===== src/rtl/dp_pkg.sv =====
// Shared types for the dot-product sequencer.
// Assumes: nothing beyond IEEE 1800-2017.
package dp_pkg;
    typedef enum logic [2:0] {
        ST_IDLE,
        ST_HEAD,
        ST_ELEM,
        ST_HOLD,
        ST_TAIL
    } seq_state_t;
endpackage


===== src/rtl/dp_addr_gen.sv =====
// Vector pointer pair and read-address select.
// Holds a pointer into each vector. Per element, word_sel walks the A words
// first and then the B words. The pointers survive a hold untouched.
// Assumes: word_sel < 2 in single precision and < 4 in double precision.
module dp_addr_gen #(
    parameter int AW = 16
) (
    input  logic          clk,
    input  logic          rst_n,
    input  logic          load,
    input  logic          advance,
    input  logic          dbl,
    input  logic [1:0]    word_sel,
    input  logic [AW-1:0] base_a,
    input  logic [AW-1:0] base_b,
    output logic [AW-1:0] addr
);
    logic [AW-1:0] ptr_a, ptr_b;
    logic [AW-1:0] half;

    assign half = dbl ? AW'(2) : AW'(1);

    // Pointer registers: loaded on start, stepped by one element.
    always_ff @(posedge clk) begin
        if (!rst_n) begin
            ptr_a <= '0;
            ptr_b <= '0;
        end else if (load) begin
            ptr_a <= base_a;
            ptr_b <= base_b;
        end else if (advance) begin
            ptr_a <= ptr_a + half;
            ptr_b <= ptr_b + half;
        end
    end

    // Address select: A words first, then B words.
    always_comb begin
        if (AW'(word_sel) < half)
            addr = ptr_a + AW'(word_sel);
        else
            addr = ptr_b + (AW'(word_sel) - half);
    end
endmodule


===== src/rtl/dp_operand.sv =====
// Operand assembly from returning memory words.
// In single precision, word 0 is A and word 1 is B, each sign-extended.
// In double precision, words 0/1 are A upper/lower and words 2/3 are
// B upper/lower.
// Assumes: one captured word per cycle, in ascending sel order.
module dp_operand #(
    parameter int DW = 16
) (
    input  logic            clk,
    input  logic            rst_n,
    input  logic            cap_en,
    input  logic [1:0]      cap_sel,
    input  logic            dbl,
    input  logic [DW-1:0]   word,
    output logic [2*DW-1:0] op_a,
    output logic [2*DW-1:0] op_b
);
    logic [2*DW-1:0] sext;

    assign sext = {{DW{word[DW-1]}}, word};

    // Place each returning word into its operand slot.
    always_ff @(posedge clk) begin
        if (!rst_n) begin
            op_a <= '0;
            op_b <= '0;
        end else if (cap_en) begin
            if (!dbl) begin
                if (cap_sel[0]) op_b <= sext;
                else            op_a <= sext;
            end else begin
                case (cap_sel)
                    2'd0:    op_a[2*DW-1:DW] <= word;
                    2'd1:    op_a[DW-1:0]    <= word;
                    2'd2:    op_b[2*DW-1:DW] <= word;
                    default: op_b[DW-1:0]    <= word;
                endcase
            end
        end
    end
endmodule


===== src/rtl/dp_mac.sv =====
// Signed multiply-accumulate register.
// Adds op_a*op_b when en is high. A clear has priority over an add.
// Assumes: ACC_W >= 2*OPW. The sum wraps modulo 2^ACC_W.
module dp_mac #(
    parameter int OPW   = 32,
    parameter int ACC_W = 64
) (
    input  logic             clk,
    input  logic             rst_n,
    input  logic             clr,
    input  logic             en,
    input  logic [OPW-1:0]   op_a,
    input  logic [OPW-1:0]   op_b,
    output logic [ACC_W-1:0] acc
);
    logic signed [2*OPW-1:0] prod;

    assign prod = $signed(op_a) * $signed(op_b);

    // Accumulator update.
    always_ff @(posedge clk) begin
        if (!rst_n)   acc <= '0;
        else if (clr) acc <= '0;
        else if (en)  acc <= acc + ACC_W'(prod);
    end
endmodule


===== src/rtl/dp_seq.sv =====
// Vector dot-product sequencer (top).
// A run is a fixed head phase, then one paced step per element, then a
// fixed tail phase. In an element step, reads go out in the first cycles,
// operands are captured one cycle after each read, and a single
// accumulate follows. At the end of an element, intr_req may park the run
// in a hold state until resume.
// Assumes: the memory returns data exactly one cycle after mem_rd.
// HEAD_CYC + TAIL_CYC is the fixed overhead. SGL_CYC >= 4 and DBL_CYC >= 6.
module dp_seq
    import dp_pkg::*;
#(
    parameter int DW       = 16,
    parameter int AW       = 16,
    parameter int LW       = 8,
    parameter int ACC_W    = 64,
    parameter int HEAD_CYC = 6,
    parameter int TAIL_CYC = 4,
    parameter int SGL_CYC  = 8,
    parameter int DBL_CYC  = 16
) (
    input  logic             clk,
    input  logic             rst_n,
    input  logic             start,
    input  logic [AW-1:0]    base_a,
    input  logic [AW-1:0]    base_b,
    input  logic [LW-1:0]    len,
    input  logic             dbl,
    input  logic             intr_req,
    input  logic             resume,
    input  logic             acc_clr,
    output logic             mem_rd,
    output logic [AW-1:0]    mem_addr,
    input  logic [DW-1:0]    mem_rdata,
    output logic             busy,
    output logic             held,
    output logic             done,
    output logic [ACC_W-1:0] acc
);
    localparam int OPW = 2 * DW;
    localparam int TW  = $clog2(HEAD_CYC + TAIL_CYC + DBL_CYC + 1);

    seq_state_t     state;
    logic [TW-1:0]  tick;
    logic [TW-1:0]  tick_m1;
    logic [TW-1:0]  elem_last;
    logic [TW-1:0]  words;
    logic [LW-1:0]  idx;
    logic [LW:0]    idx_nx;
    logic [LW-1:0]  len_q;
    logic           dbl_q;
    logic           accept;
    logic           elem_end;
    logic           cap_en;
    logic           mac_en;
    logic [OPW-1:0] op_a, op_b;

    assign accept    = (state == ST_IDLE) && start;
    assign elem_last = dbl_q ? TW'(DBL_CYC - 1) : TW'(SGL_CYC - 1);
    assign words     = dbl_q ? TW'(4) : TW'(2);
    assign tick_m1   = tick - TW'(1);
    assign idx_nx    = {1'b0, idx} + 1'b1;
    assign elem_end  = (state == ST_ELEM) && (tick == elem_last);

    // Sequencer state, phase tick, element index and latched command.
    always_ff @(posedge clk) begin
        if (!rst_n) begin
            state <= ST_IDLE;
            tick  <= '0;
            idx   <= '0;
            len_q <= '0;
            dbl_q <= 1'b0;
        end else begin
            case (state)
                ST_IDLE: if (start) begin
                    state <= ST_HEAD;
                    tick  <= '0;
                    idx   <= '0;
                    len_q <= len;
                    dbl_q <= dbl;
                end
                ST_HEAD: begin
                    tick <= tick + TW'(1);
                    if (tick == TW'(HEAD_CYC - 1)) begin
                        tick  <= '0;
                        state <= (len_q == '0) ? ST_TAIL : ST_ELEM;
                    end
                end
                ST_ELEM: begin
                    tick <= tick + TW'(1);
                    if (elem_end) begin
                        tick <= '0;
                        idx  <= idx_nx[LW-1:0];
                        if (idx_nx == {1'b0, len_q}) state <= ST_TAIL;
                        else if (intr_req)           state <= ST_HOLD;
                    end
                end
                ST_HOLD: if (resume) begin
                    state <= ST_ELEM;
                    tick  <= '0;
                end
                ST_TAIL: begin
                    tick <= tick + TW'(1);
                    if (tick == TW'(TAIL_CYC - 1)) state <= ST_IDLE;
                end
                default: state <= ST_IDLE;
            endcase
        end
    end

    // Per-element pacing strobes and status outputs.
    always_comb begin
        mem_rd = (state == ST_ELEM) && (tick < words);
        cap_en = (state == ST_ELEM) && (tick >= TW'(1)) && (tick <= words);
        mac_en = (state == ST_ELEM) && (tick == words + TW'(1));
        busy   = (state == ST_HEAD) || (state == ST_ELEM) || (state == ST_TAIL);
        held   = (state == ST_HOLD);
        done   = (state == ST_TAIL) && (tick == TW'(TAIL_CYC - 1));
    end

    dp_addr_gen #(.AW(AW)) i_addr (
        .clk      (clk),
        .rst_n    (rst_n),
        .load     (accept),
        .advance  (elem_end),
        .dbl      (dbl_q),
        .word_sel (tick[1:0]),
        .base_a   (base_a),
        .base_b   (base_b),
        .addr     (mem_addr)
    );

    dp_operand #(.DW(DW)) i_oper (
        .clk     (clk),
        .rst_n   (rst_n),
        .cap_en  (cap_en),
        .cap_sel (tick_m1[1:0]),
        .dbl     (dbl_q),
        .word    (mem_rdata),
        .op_a    (op_a),
        .op_b    (op_b)
    );

    dp_mac #(.OPW(OPW), .ACC_W(ACC_W)) i_mac (
        .clk   (clk),
        .rst_n (rst_n),
        .clr   (acc_clr && (state == ST_IDLE)),
        .en    (mac_en),
        .op_a  (op_a),
        .op_b  (op_b),
        .acc   (acc)
    );

    // Guards on pacing, hold behaviour and command handling.
    AST_DONE_PULSE: assert property (@(posedge clk) disable iff (!rst_n)
        done |=> !done);
    AST_HOLD_NO_READ: assert property (@(posedge clk) disable iff (!rst_n)
        held |-> !mem_rd);
    AST_HOLD_ACC_FROZEN: assert property (@(posedge clk) disable iff (!rst_n)
        held |=> $stable(acc));
    AST_EMPTY_NO_READ: assert property (@(posedge clk) disable iff (!rst_n)
        (busy && len_q == '0) |-> !mem_rd);
    AST_BUSY_START_IGNORED: assert property (@(posedge clk) disable iff (!rst_n)
        ((busy || held) && start) |=> ($stable(len_q) && $stable(dbl_q)));
    AST_IDX_IN_RANGE: assert property (@(posedge clk) disable iff (!rst_n)
        (busy || held) |-> (idx <= len_q));
    AST_CLR_BLOCKED_IN_HOLD: assert property (@(posedge clk) disable iff (!rst_n)
        (held && acc_clr) |=> $stable(acc));
endmodule


===== config.mk =====
export PLATFORM = sky130hd
export DESIGN_NAME = dp_seq
export DESIGN_NICKNAME = d
export VERILOG_FILES = /design/src/rtl/dp_pkg.sv /design/src/rtl/dp_addr_gen.sv /design/src/rtl/dp_operand.sv /design/src/rtl/dp_mac.sv /design/src/rtl/dp_seq.sv
export SDC_FILE = /design/constraint.sdc
export NUM_CORES = 2
export LEC_CHECK = 0
export BUFFER_PORTS_ARGS = -buffer_cell sky130_fd_sc_hd__buf_4
export CAP_MARGIN = 20
export CELL_PAD_IN_SITES_DETAIL_PLACEMENT = 0
export CELL_PAD_IN_SITES_GLOBAL_PLACEMENT = 1
export CORE_AREA = 5 5 462 282
export DETAILED_ROUTE_END_ITERATION = 7
export DIE_AREA = 0 0 467 287
export GPL_TIMING_DRIVEN = 0
export PLACE_DENSITY_LB_ADDON = 0.1
export SLEW_MARGIN = 5
export SYNTH_ARGS = -nofsm -noshare
export SYNTH_HDL_FRONTEND = slang
export SYNTH_SLANG_ARGS = --single-unit
export TNS_END_PERCENT = 5

===== constraint.sdc =====
create_clock -name clk -period 15.78 [get_ports clk]
set_clock_uncertainty 0.2 [all_clocks]
set_input_delay 1.578 -clock clk [delete_from_list [all_inputs] [get_ports clk]]
set_output_delay 1.578 -clock clk [all_outputs]
set_load 0.05 [all_outputs]

==> impl_metrics.yaml <==
cts:
  numClockSinks: 185
  insertion_delay_ps: 540
  clockBufferDepth: 2
  path_clk_slew_ps: 90
  cts_hold_buf: 0
  cts_buffers: 17
  post_cts_buffers: 0
  cts_root_buffer: "clkbuf_16"
  cts_resized: 0
  cts_tree: "done"
  cts-htree-levels: 4
timing:
  fin_crit_sh: 0.679
  slew_violations: 0
  setup_viol: 0
  rsz0062_at_grt: "no"
  finalHoldWorstSlack_ps: 269
  fin_tns_setup_ps: 0
  period_needed_ps: 10710
  max_slew.worst_pin.slew_ps: 1300
  hold_viol: 0
  relSlewSlack: 0.130
  fmax_mhz: 93.3
power:
  p_sw_frac: 0.533
  clkPwrFrac: 0.214
  p_per_area_nw_per_um2: 40.3
  p_comb_frac: 0.519
  leakage_uw: 0.0272
  p_switching_uw: 1160
  p_int_uw: 1020
  seq_power_share: 0.267
  power.total_uw: 2180
  ir_drop_mv: 0.0950
yosys:
  synth-simple-area-share: 0.159
  synth_top_family_by_area: "adder cells"
  synthesis.area_um2: 49700
  synth_nets: 7067
  synth_area_per_cell_um2: 9.00
  synthMuxAreaShare: 0.00850
  synth_compound_area_frac: 0.0667
  synth_cells: 5528
  synth.area.top_cells: "fa_1, inv_1, dfxtp_1"
  ys_async_sr_fraction: 0
  synth_fa_ha_area_frac: 0.555
  synth.top_cell.area_share: 0.489
  yosys.area.top_type: "fa_1"
  ys_types: 73
  synth-xor-area-share: 0.0176
  synth_edf_count: 0
  yosys_register_bits: 185
  ys.flop_type: "dfxtp_1"
  synth_seq_area_share: 0.0745
  ys_warn_count: 0
die:
  die_h_um: 287
  core-area_um2: 125000
  die_w_um: 467
  dieArea_um2: 134000
  rows: 101
  start_util: 0.396
  pin_count: 147
run_status:
  outcome: "completed"
layout:
  final_nets: 7266
  fillers: 12800
  drive_gt1_frac: 0.0415
  area_growth_pct: 8.76
global_route:
  use_met2: 0.428
  grt_pass1_wl_mm: 297
  met3_usage: 0.0834
  antenna_found_initial: 37
  track_usage: 0.312
  grt-busiest-layer: "met1"
  grt_use_met1: 0.490
  overflow: 0
  grt_max_degree: 28
  grt_pass1_vias: 40100
critical_path:
  path_common_cell: "fa_1"
  worst_setup_path_end_kind: "register"
  startpoint_type: "register"
  max_stage_delay_ps: 980
  crit_fanout: 10
  cp_cell_sequence: "clkbuf_1, nand2_1, fa_1, fa_1, fa_1, inv_1, fa_1, fa_1, fa_1, fa_1, inv_1, fa_1, inv_1, ha_1, buf_2, and3_1, nand2_1, or4_1, a211oi_1, o21ai_1, a211oi_1, o21ai_0, xnor2_1, a21oi_1"
  critPathKind: "reg -> reg"
  cp_slowest_cell: "clkbuf_1"
  critPathArrivalTime_ps: 10900
  crit_required_ps: 15960
min_path:
  min_path_type: "reg -> reg"
placed_design:
  gp_congestion: 0.978
  dp_hpwl_mm: 179
  port_buffers: 145
detailed_routing:
  drt-pass1-iter-count: 5
  drt_iter0_drc: 4233
  post_drt_wl_per_cell_um: 27.7
  vias: 39300
  wirelength_mm: 206
  postRouteAntennaNets: 0
  viasPerCell: 5.28
  route.detailed.drc: 0
run:
  maxCapViolCount: 0
==> final timing paths <==
path / start / to / slack, ps / depth (start not counted)
min: i_mac.acc[53] / i_mac.acc[53] / 270 / 2
max: i_oper.op_b[8] / i_mac.acc[54] / 5070 / 24
max reg2reg: i_oper.op_b[8] / i_mac.acc[54] / 5070 / 24
min reg2reg: i_mac.acc[53] / i_mac.acc[53] / 270 / 2
==> final cells by class <==
cell class              instances  area, um2  share of cell area
multi-input cells            3766      40100               0.742
inverters                    1301       4880              0.0903
flip-flops and latches        185       3700              0.0685
well taps                    1699       2130              0.0393
repair buffers                180       1620              0.0300
plain buffers                 276       1040              0.0193
clock buffers                  18        429             0.00793
clock inverters                14        133             0.00245
diodes                         15       37.5            0.000694
==> cell usage in the layout (no fill, tap or decap), types with 11 or more instances in the layout <==
master     count
and3_1        18
a21boi_0      17
o211a_1       38
ha_1         261
xor2_1        41
o21bai_1      15
o21ai_1       17
xnor2_1       59
o21ai_0       75
nand2_1      793
a21o_1        38
mux2i_1       40
nand4_1       13
a21boi_1      11
inv_1       1297
buf_8         22
a211oi_1      12
nand2b_1      13
nand3b_1      11
a31oi_1       21
and2_1       472
nand3_1       36
clkbuf_16     17
clkbuf_1     269
nor2b_1       64
buf_4        146
nor3_1        45
a21oi_1      185
dfxtp_1      185
diode_2       15
o31ai_1       14
fa_1        1215
nor2_1       123
==> stage by stage <==
step                std cells  utilization  setup slack [ps]  instance area (um2)
global placement         7372        0.422              4750                53000
detailed placement       7396        0.425              5350                53300
CTS                      7428        0.430              5330                53900
finish                   7454        0.431              5070                54100
floorplan                5528            -              7160                49700
global route             7440        0.431              4880                54100
==> critical path: cells and delay by family, from the launching register on <==
| family | cells | cell delay (ps) |
|---|---|---|
| compound gates | 5 | 2160 |
| xor+xnor | 1 | 370 |
| fa+ha+maj | 9 | 4450 |
| buf+inv | 5 | 1330 |
| flops | 1 | 930 |
| simple gates | 4 | 1110 |
==> power by group through the flow <==
stage               Sequential [uW]  Combinational [uW]  Clock, uW
floorplan                       546                 635          0
global placement                589                1080          0
detailed placement              589                1080          0
CTS                             578                1090        478
global route                    585                1190        492
finish                          582                1130        466
==> flip-flops by register name, summed over array words and instances (netlist names) <==
register	flops
i_oper.op_a	32
state	3
len_q	8
i_addr.ptr_b	16
idx	8
i_mac.acc	64
dbl_q	1
i_addr.ptr_a	16
i_oper.op_b	32
tick	5
==> per-layer routing <==
| metal | routed length, um | share of wire |
|---|---|---|
| met2 | 81800 | 0.40 |
| met1 | 98000 | 0.47 |
| met5 | 62 | 0.00030 |
| met3 | 22000 | 0.11 |
| met4 | 4540 | 0.022 |
==> logic make-up (layout without fill, tap and decap cells) <==
| group | Yosys count | count (layout) |
|---|---|---|
| AND/OR/NAND/NOR | 1638 | 1638 |
| buffers and inverters | 1577 | 1789 |
| other | 0 | 15 |
| AO/OA/AOI/OAI | 510 | 510 |
| adder cells (fa/ha/maj) | 1476 | 1476 |
| XOR/XNOR | 100 | 100 |
| multiplexers | 42 | 42 |
| flip-flops | 185 | 185 |
==> synth_stat cells, types with 4 or more instances <==
cell and count:
inv_1 1300, fa_1 1215, nand2_1 794, and2_1 472, clkbuf_1 269, ha_1 261, a21oi_1 185, dfxtp_1 185
nor2_1 123, o21ai_0 75, nor2b_1 64, xnor2_1 59, nor3_1 46, xor2_1 41, mux2i_1 40, a21o_1 38
o211a_1 38, nand3_1 36, a31oi_1 21, and3_1 18, a21boi_0 17, o21ai_1 17, o21bai_1 15, o31ai_1 14
nand2b_1 13, nand4_1 13, a211oi_1 12, a21boi_1 11, nand3b_1 11, a311oi_1 9, nor4_1 9, o211ai_1 9
o21a_1 9, or3_1 9, nor3b_1 8, or2_2 5, buf_2 4, or4_1 4
No activity file was read; power rests on OpenSTA's default activity.
